File: src/rtl/ac_restore_pkg.sv
package ac_restore_pkg;
    typedef enum logic [1:0] {
        ST_RUN   = 2'd0,
        ST_LOST  = 2'd1,
        ST_PULSE = 2'd2
    } ac_state_e;
endpackage

File: src/rtl/ac_sync.sv
module ac_sync #(
    parameter int          WIDTH   = 3,
    parameter int          STAGES  = 2,
    parameter logic [WIDTH-1:0] RST_VAL = '0
) (
    input  logic             clk,
    input  logic             rst_n,
    input  logic [WIDTH-1:0] d,
    output logic [WIDTH-1:0] q
);
    logic [WIDTH-1:0] chain [STAGES];

    always_ff @(posedge clk or negedge rst_n) begin
        if (!rst_n) chain[0] <= RST_VAL;
        else        chain[0] <= d;
    end

    for (genvar s = 1; s < STAGES; s++) begin : g_stage
        always_ff @(posedge clk or negedge rst_n) begin
            if (!rst_n) chain[s] <= RST_VAL;
            else        chain[s] <= chain[s-1];
        end
    end

    assign q = chain[STAGES-1];
endmodule

File: src/rtl/ac_loss_detect.sv
module ac_loss_detect #(
    parameter int RESUME_CYCLES = 1000
) (
    input  logic clk,
    input  logic rst_n,
    input  logic pg_s,
    input  logic main_low_s,
    input  logic stby_low_s,
    output logic loss_now,
    output logic clear_stable
);
    localparam int CW = $clog2(RESUME_CYCLES + 1);
    localparam logic [CW-1:0] LIMIT = CW'(RESUME_CYCLES);

    logic [CW-1:0] clr_cnt;

    // Any one condition is enough to flag an outage.
    assign loss_now = !pg_s || main_low_s || stby_low_s;

    always_ff @(posedge clk or negedge rst_n) begin
        if (!rst_n)              clr_cnt <= '0;
        else if (loss_now)       clr_cnt <= '0;
        else if (clr_cnt != LIMIT) clr_cnt <= clr_cnt + 1'b1;
    end

    assign clear_stable = (clr_cnt == LIMIT);
endmodule

File: src/rtl/ac_pulse_timer.sv
module ac_pulse_timer #(
    parameter int PULSE_CYCLES = 32
) (
    input  logic clk,
    input  logic rst_n,
    input  logic run,
    output logic done
);
    localparam int PW = (PULSE_CYCLES > 1) ? $clog2(PULSE_CYCLES) : 1;
    localparam logic [PW-1:0] LAST = PW'(PULSE_CYCLES - 1);

    logic [PW-1:0] cnt;

    always_ff @(posedge clk or negedge rst_n) begin
        if (!rst_n)    cnt <= '0;
        else if (!run) cnt <= '0;
        else if (cnt != LAST) cnt <= cnt + 1'b1;
    end

    assign done = run && (cnt == LAST);
endmodule

File: src/rtl/ac_restore_ctrl.sv
module ac_restore_ctrl
    import ac_restore_pkg::*;
#(
    parameter int   RESUME_CYCLES = 1000,
    parameter int   PULSE_CYCLES  = 32,
    parameter int   SYNC_STAGES   = 2,
    parameter logic MODE_INIT     = 1'b0
) (
    input  logic clk,
    input  logic rst_n,
    input  logic pwr_good_i,
    input  logic main_low_i,
    input  logic stby_low_i,
    input  logic sleep_on_i,
    output logic pwr_on_req_o,
    output logic restore_mode_o
);
    localparam logic [2:0] SYNC_RST = 3'b100; // {pg, main_low, stby_low} idle

    ac_state_e  state, state_nx;
    logic [2:0] raw_in, sync_q;
    logic       loss_now, clear_stable, pulse_done, in_lost;
    logic       mode_q;

    assign raw_in = {pwr_good_i, main_low_i, stby_low_i};

    ac_sync #(.WIDTH(3), .STAGES(SYNC_STAGES), .RST_VAL(SYNC_RST)) u_sync (
        .clk(clk), .rst_n(rst_n), .d(raw_in), .q(sync_q)
    );

    ac_loss_detect #(.RESUME_CYCLES(RESUME_CYCLES)) u_detect (
        .clk(clk), .rst_n(rst_n),
        .pg_s(sync_q[2]), .main_low_s(sync_q[1]), .stby_low_s(sync_q[0]),
        .loss_now(loss_now), .clear_stable(clear_stable)
    );

    ac_pulse_timer #(.PULSE_CYCLES(PULSE_CYCLES)) u_timer (
        .clk(clk), .rst_n(rst_n), .run(state == ST_PULSE), .done(pulse_done)
    );

    // State register
    always_ff @(posedge clk or negedge rst_n) begin
        if (!rst_n) state <= ST_RUN;
        else        state <= state_nx;
    end

    // Retained mode bit: captured only on entry to ST_LOST
    always_ff @(posedge clk or negedge rst_n) begin
        if (!rst_n)                          mode_q <= MODE_INIT;
        else if (state != ST_LOST && loss_now) mode_q <= sleep_on_i;
    end

    always_comb begin
        state_nx = state;
        unique case (state)
            ST_RUN:   if (loss_now) state_nx = ST_LOST;
            ST_LOST:  if (clear_stable) state_nx = mode_q ? ST_PULSE : ST_RUN;
            ST_PULSE: begin
                if (loss_now)        state_nx = ST_LOST;
                else if (pulse_done) state_nx = ST_RUN;
            end
            default:  state_nx = ST_RUN;
        endcase
    end

    // Outputs
    always_comb begin
        pwr_on_req_o   = (state == ST_PULSE);
        restore_mode_o = mode_q;
        in_lost        = (state == ST_LOST);
    end
endmodule

File: config.mk
export PLATFORM = sky130hd
export DESIGN_NAME = ac_restore_ctrl
export DESIGN_NICKNAME = d
export VERILOG_FILES = /design/src/rtl/ac_restore_pkg.sv /design/src/rtl/ac_sync.sv /design/src/rtl/ac_loss_detect.sv /design/src/rtl/ac_pulse_timer.sv /design/src/rtl/ac_restore_ctrl.sv
export SDC_FILE = /design/constraint.sdc
export NUM_CORES = 1
export LEC_CHECK = 0
export BUFFER_PORTS_ARGS = -buffer_cell sky130_fd_sc_hd__buf_2
export CORE_ASPECT_RATIO = 1.75
export CORE_UTILIZATION = 35
export CTS_CLUSTER_DIAMETER = 100
export DETAILED_ROUTE_END_ITERATION = 12
export GPL_TIMING_DRIVEN = 0
export PLACE_DENSITY = 0.49
export SLEW_MARGIN = 10
export SYNTH_ARGS = -nofsm -noshare
export SYNTH_HDL_FRONTEND = slang
export SYNTH_SLANG_ARGS = --single-unit
File: constraint.sdc
create_clock -name clk -period 2.6 [get_ports clk]
set_input_delay 0.52 -clock clk [delete_from_list [all_inputs] [get_ports clk]]
set_output_delay 0.52 -clock clk [all_outputs]
set_load 0.005 [all_outputs]
==> out/results.txt <==
status - completed
Syn Nets - 108
Core Area - 2930 sq um
clock sinks - 24
Syn Std Cell Area - 1090 sq um
initial DRC count - 21
total grt overflow - 0
HPWL after detailed placement - 1480 um
PwrDens - 535 nW/um^2
most frequent cells in the layout - dfrtp_1, buf_2, nand2_1, nor2_1
dominant cells by area after synthesis - dfrtp_1, dfstp_2, ha_1
Residual DRC - 0
CP Launch Type - flip-flop
synthesized area per cell - 11.1 sq um
Seq pwr share - 59.1%
GP Congestion - 0.732
Crit Path Max Fanout - 6
first-pass GRT wire length - 3310 um
CTS tree - done
Sw Ratio - 19.7%
Final #Nets - 120
Slew Limit Fails - 0
Initial Utilization - 37.2%
row count - 26
leading area contributor after synthesis - dfrtp_1
Synth Register Bits - 24
Worst Path Arrival - 1880 ps
layout cells sized above 1 - 19.3%
WP data required - 2740 ps
Post-CTS Setup Inserts - 0
Area growth, synth to finish - 11.5%
CP Capture Type - flip-flop
final total power - 0.000649 W
Core Util, Final - 41.5%
clock latency at the later pin of the worst-skew pair - 260 ps
Routed Antenna Nets - 0
vias in the first global route - 763
Internal Power - 0.000522 W
worst-margin pin slew - 523 ps
Total Wirelength - 1960 um
CTS clk-pin slew, worst paths - 80 ps
worst hold path type - primary input to asynchronous set/reset pin
Seq/Total Area, Yosys - 55.4%
GRT Util Overall - 14.0%
vias - 748
slew margin rel. - 65.1%
clk buf depth - 2
asr flop ratio synth - 100%
flop2flop setup slack - 860 ps
Clock Tree Root - clkbuf_8
Num CTS Buffers - 3
Syn Inst Count - 98
Avg WL per Cell - 14.3 um
setup_tns - 0 ps
# fillers - 313
post-layout minimum cycle time - 1740 ps
post-synth top area share - 50.6%
DP Worst Slack - 868 ps
Ys Warns - 0
CTS HTree Levels - 1
initial antenna violation count - 0
vias per cell - 5.46
largest net degree at the start of global routing - 25
Switching Power - 0.000128 W
Final Hold Viols - 0
Main synth FF type - dfrtp_1
Post-synth EDFFs - 0
die height - 75.8 um
unrepaired setup endpoints after global routing - false
synth unique cells - 36
Combinational Power Share - 2.9%
Final Cycle Share - 66.8%
leak pwr - 0.531 nW
Max-cap violations - 0
# diodes - 0
TritonRoute pass-1 iters - 4
area of the multi-input gates - 457 sq um
clock power share - 38.0%
CTS Hold Bufs - 0
skew final - 2.44 ps
Setup CP Type - flip-flop to flip-flop
Max Clock Freq - 0.576 GHz
# IOs - 8
most common cell after layout, fill and taps aside - dfrtp_1
# port buffers - 7
FF/Latch Area - 603 sq um
Post-CTS Resized - 0
Setup Viol. Count Final - 0
VDD IR-drop max - 0.294 mV
die width - 44.2 um
post-route setup slack - 864 ps
Die Footprint - 3350 sq um
[final timing paths]
kind,from,endpoint,cells past startpoint
max reg2reg,u_timer.cnt[0]$_DFFE_PN0P_,u_timer.cnt[3]$_DFFE_PN0P_,7
max in group asynchronous,rst_n,u_sync.chain[5]$_DFF_PN1_,1
min in group clk,pwr_good_i,u_sync.chain[5]$_DFF_PN1_,1
min reg2reg,u_sync.chain[5]$_DFF_PN1_,u_sync.q[2]$_DFF_PN1_,0
max,u_timer.cnt[0]$_DFFE_PN0P_,u_timer.cnt[3]$_DFFE_PN0P_,7
min,rst_n,state[0]$_DFFE_PN0P_,1
[power groups by stage]
stage,clock [W],sequential [W],combinational [W]
after floorplan,0,0.000391,0.00000606
after global placement,0,0.000391,0.0000197
after detailed placement,0,0.000391,0.0000204
after CTS,0.000258,0.000384,0.0000205
after global routing,0.000271,0.000385,0.0000225
final,0.000246,0.000384,0.0000190
[flip-flops by register name, indices dropped and copies added, names as in the netlist]
register / count
restore_mode_o: 1
state: 2
u_detect.clr_cnt: 10
u_sync.chain: 3
u_sync.q: 3
u_timer.cnt: 5
[kinds of logic after synthesis]
logic type	after synthesis	synth area share (%)
and+or+nand+nor	42	23.3
muxes	4	3.68
adders and majority gates	4	4.60
xor gates and xnor gates	5	4.02
DFF	24	55.4
AOI/OAI and AO/OA	12	6.32
buffers and inverters	7	2.64
[metal layers]
| metal | share of wire (%) | global-route usage (%) | vias to the layer above |
|---|---|---|---|
| li1 | - | - | 361 |
| met1 | 37 | 13.0 | 379 |
| met2 | 60 | 27.6 | 6 |
| met3 | 1.7 | 2.13 | 2 |
| met4 | 1.5 | 8.08 | 0 |
| met5 | 0 | 0 | - |
[critical path: stages (launching register included)]
cell and delay, ps:
dfrtp_1 410, ha_1 220, and3_1 200, ha_1 170
clkbuf_1 180, nand4b_1 230, xor2_1 150, nor2_1 50
[per-stage QoR]
step                      instance area, sq um  std cells  hold slack (ps)
after floorplan                           1090         98              224
after CTS                                 1210        137              239
after detailed placement                  1160        133              347
final                                     1210        137              223
after global placement                    1160        133              333
after global routing                      1210        137              251
[Yosys cell counts, drive strengths merged, types with 2 or more instances]
| cell | n |
|---|---|
| a21oi | 4 |
| and3 | 4 |
| and4 | 2 |
| clkbuf | 2 |
| dfrtp | 22 |
| dfstp | 2 |
| ha | 4 |
| inv | 4 |
| mux2i | 4 |
| nand2 | 7 |
| nand2b | 2 |
| nand3 | 5 |
| nand3b | 2 |
| nor2 | 7 |
| nor2b | 2 |
| nor3b | 3 |
| o21ai | 4 |
| or3 | 2 |
| xnor2 | 2 |
| xor2 | 3 |
[area by class of cell]
| class | count | share of cell area (%) |
|---|---|---|
| multi-input cells | 67 | 37.6 |
| repair buffers | 7 | 2.89 |
| well taps | 28 | 2.89 |
| inverters | 4 | 1.24 |
| flip-flops and latches | 24 | 49.7 |
| plain buffers | 3 | 1.13 |
| clock buffers | 4 | 4.54 |
Power figures use the tool's default switching activity.
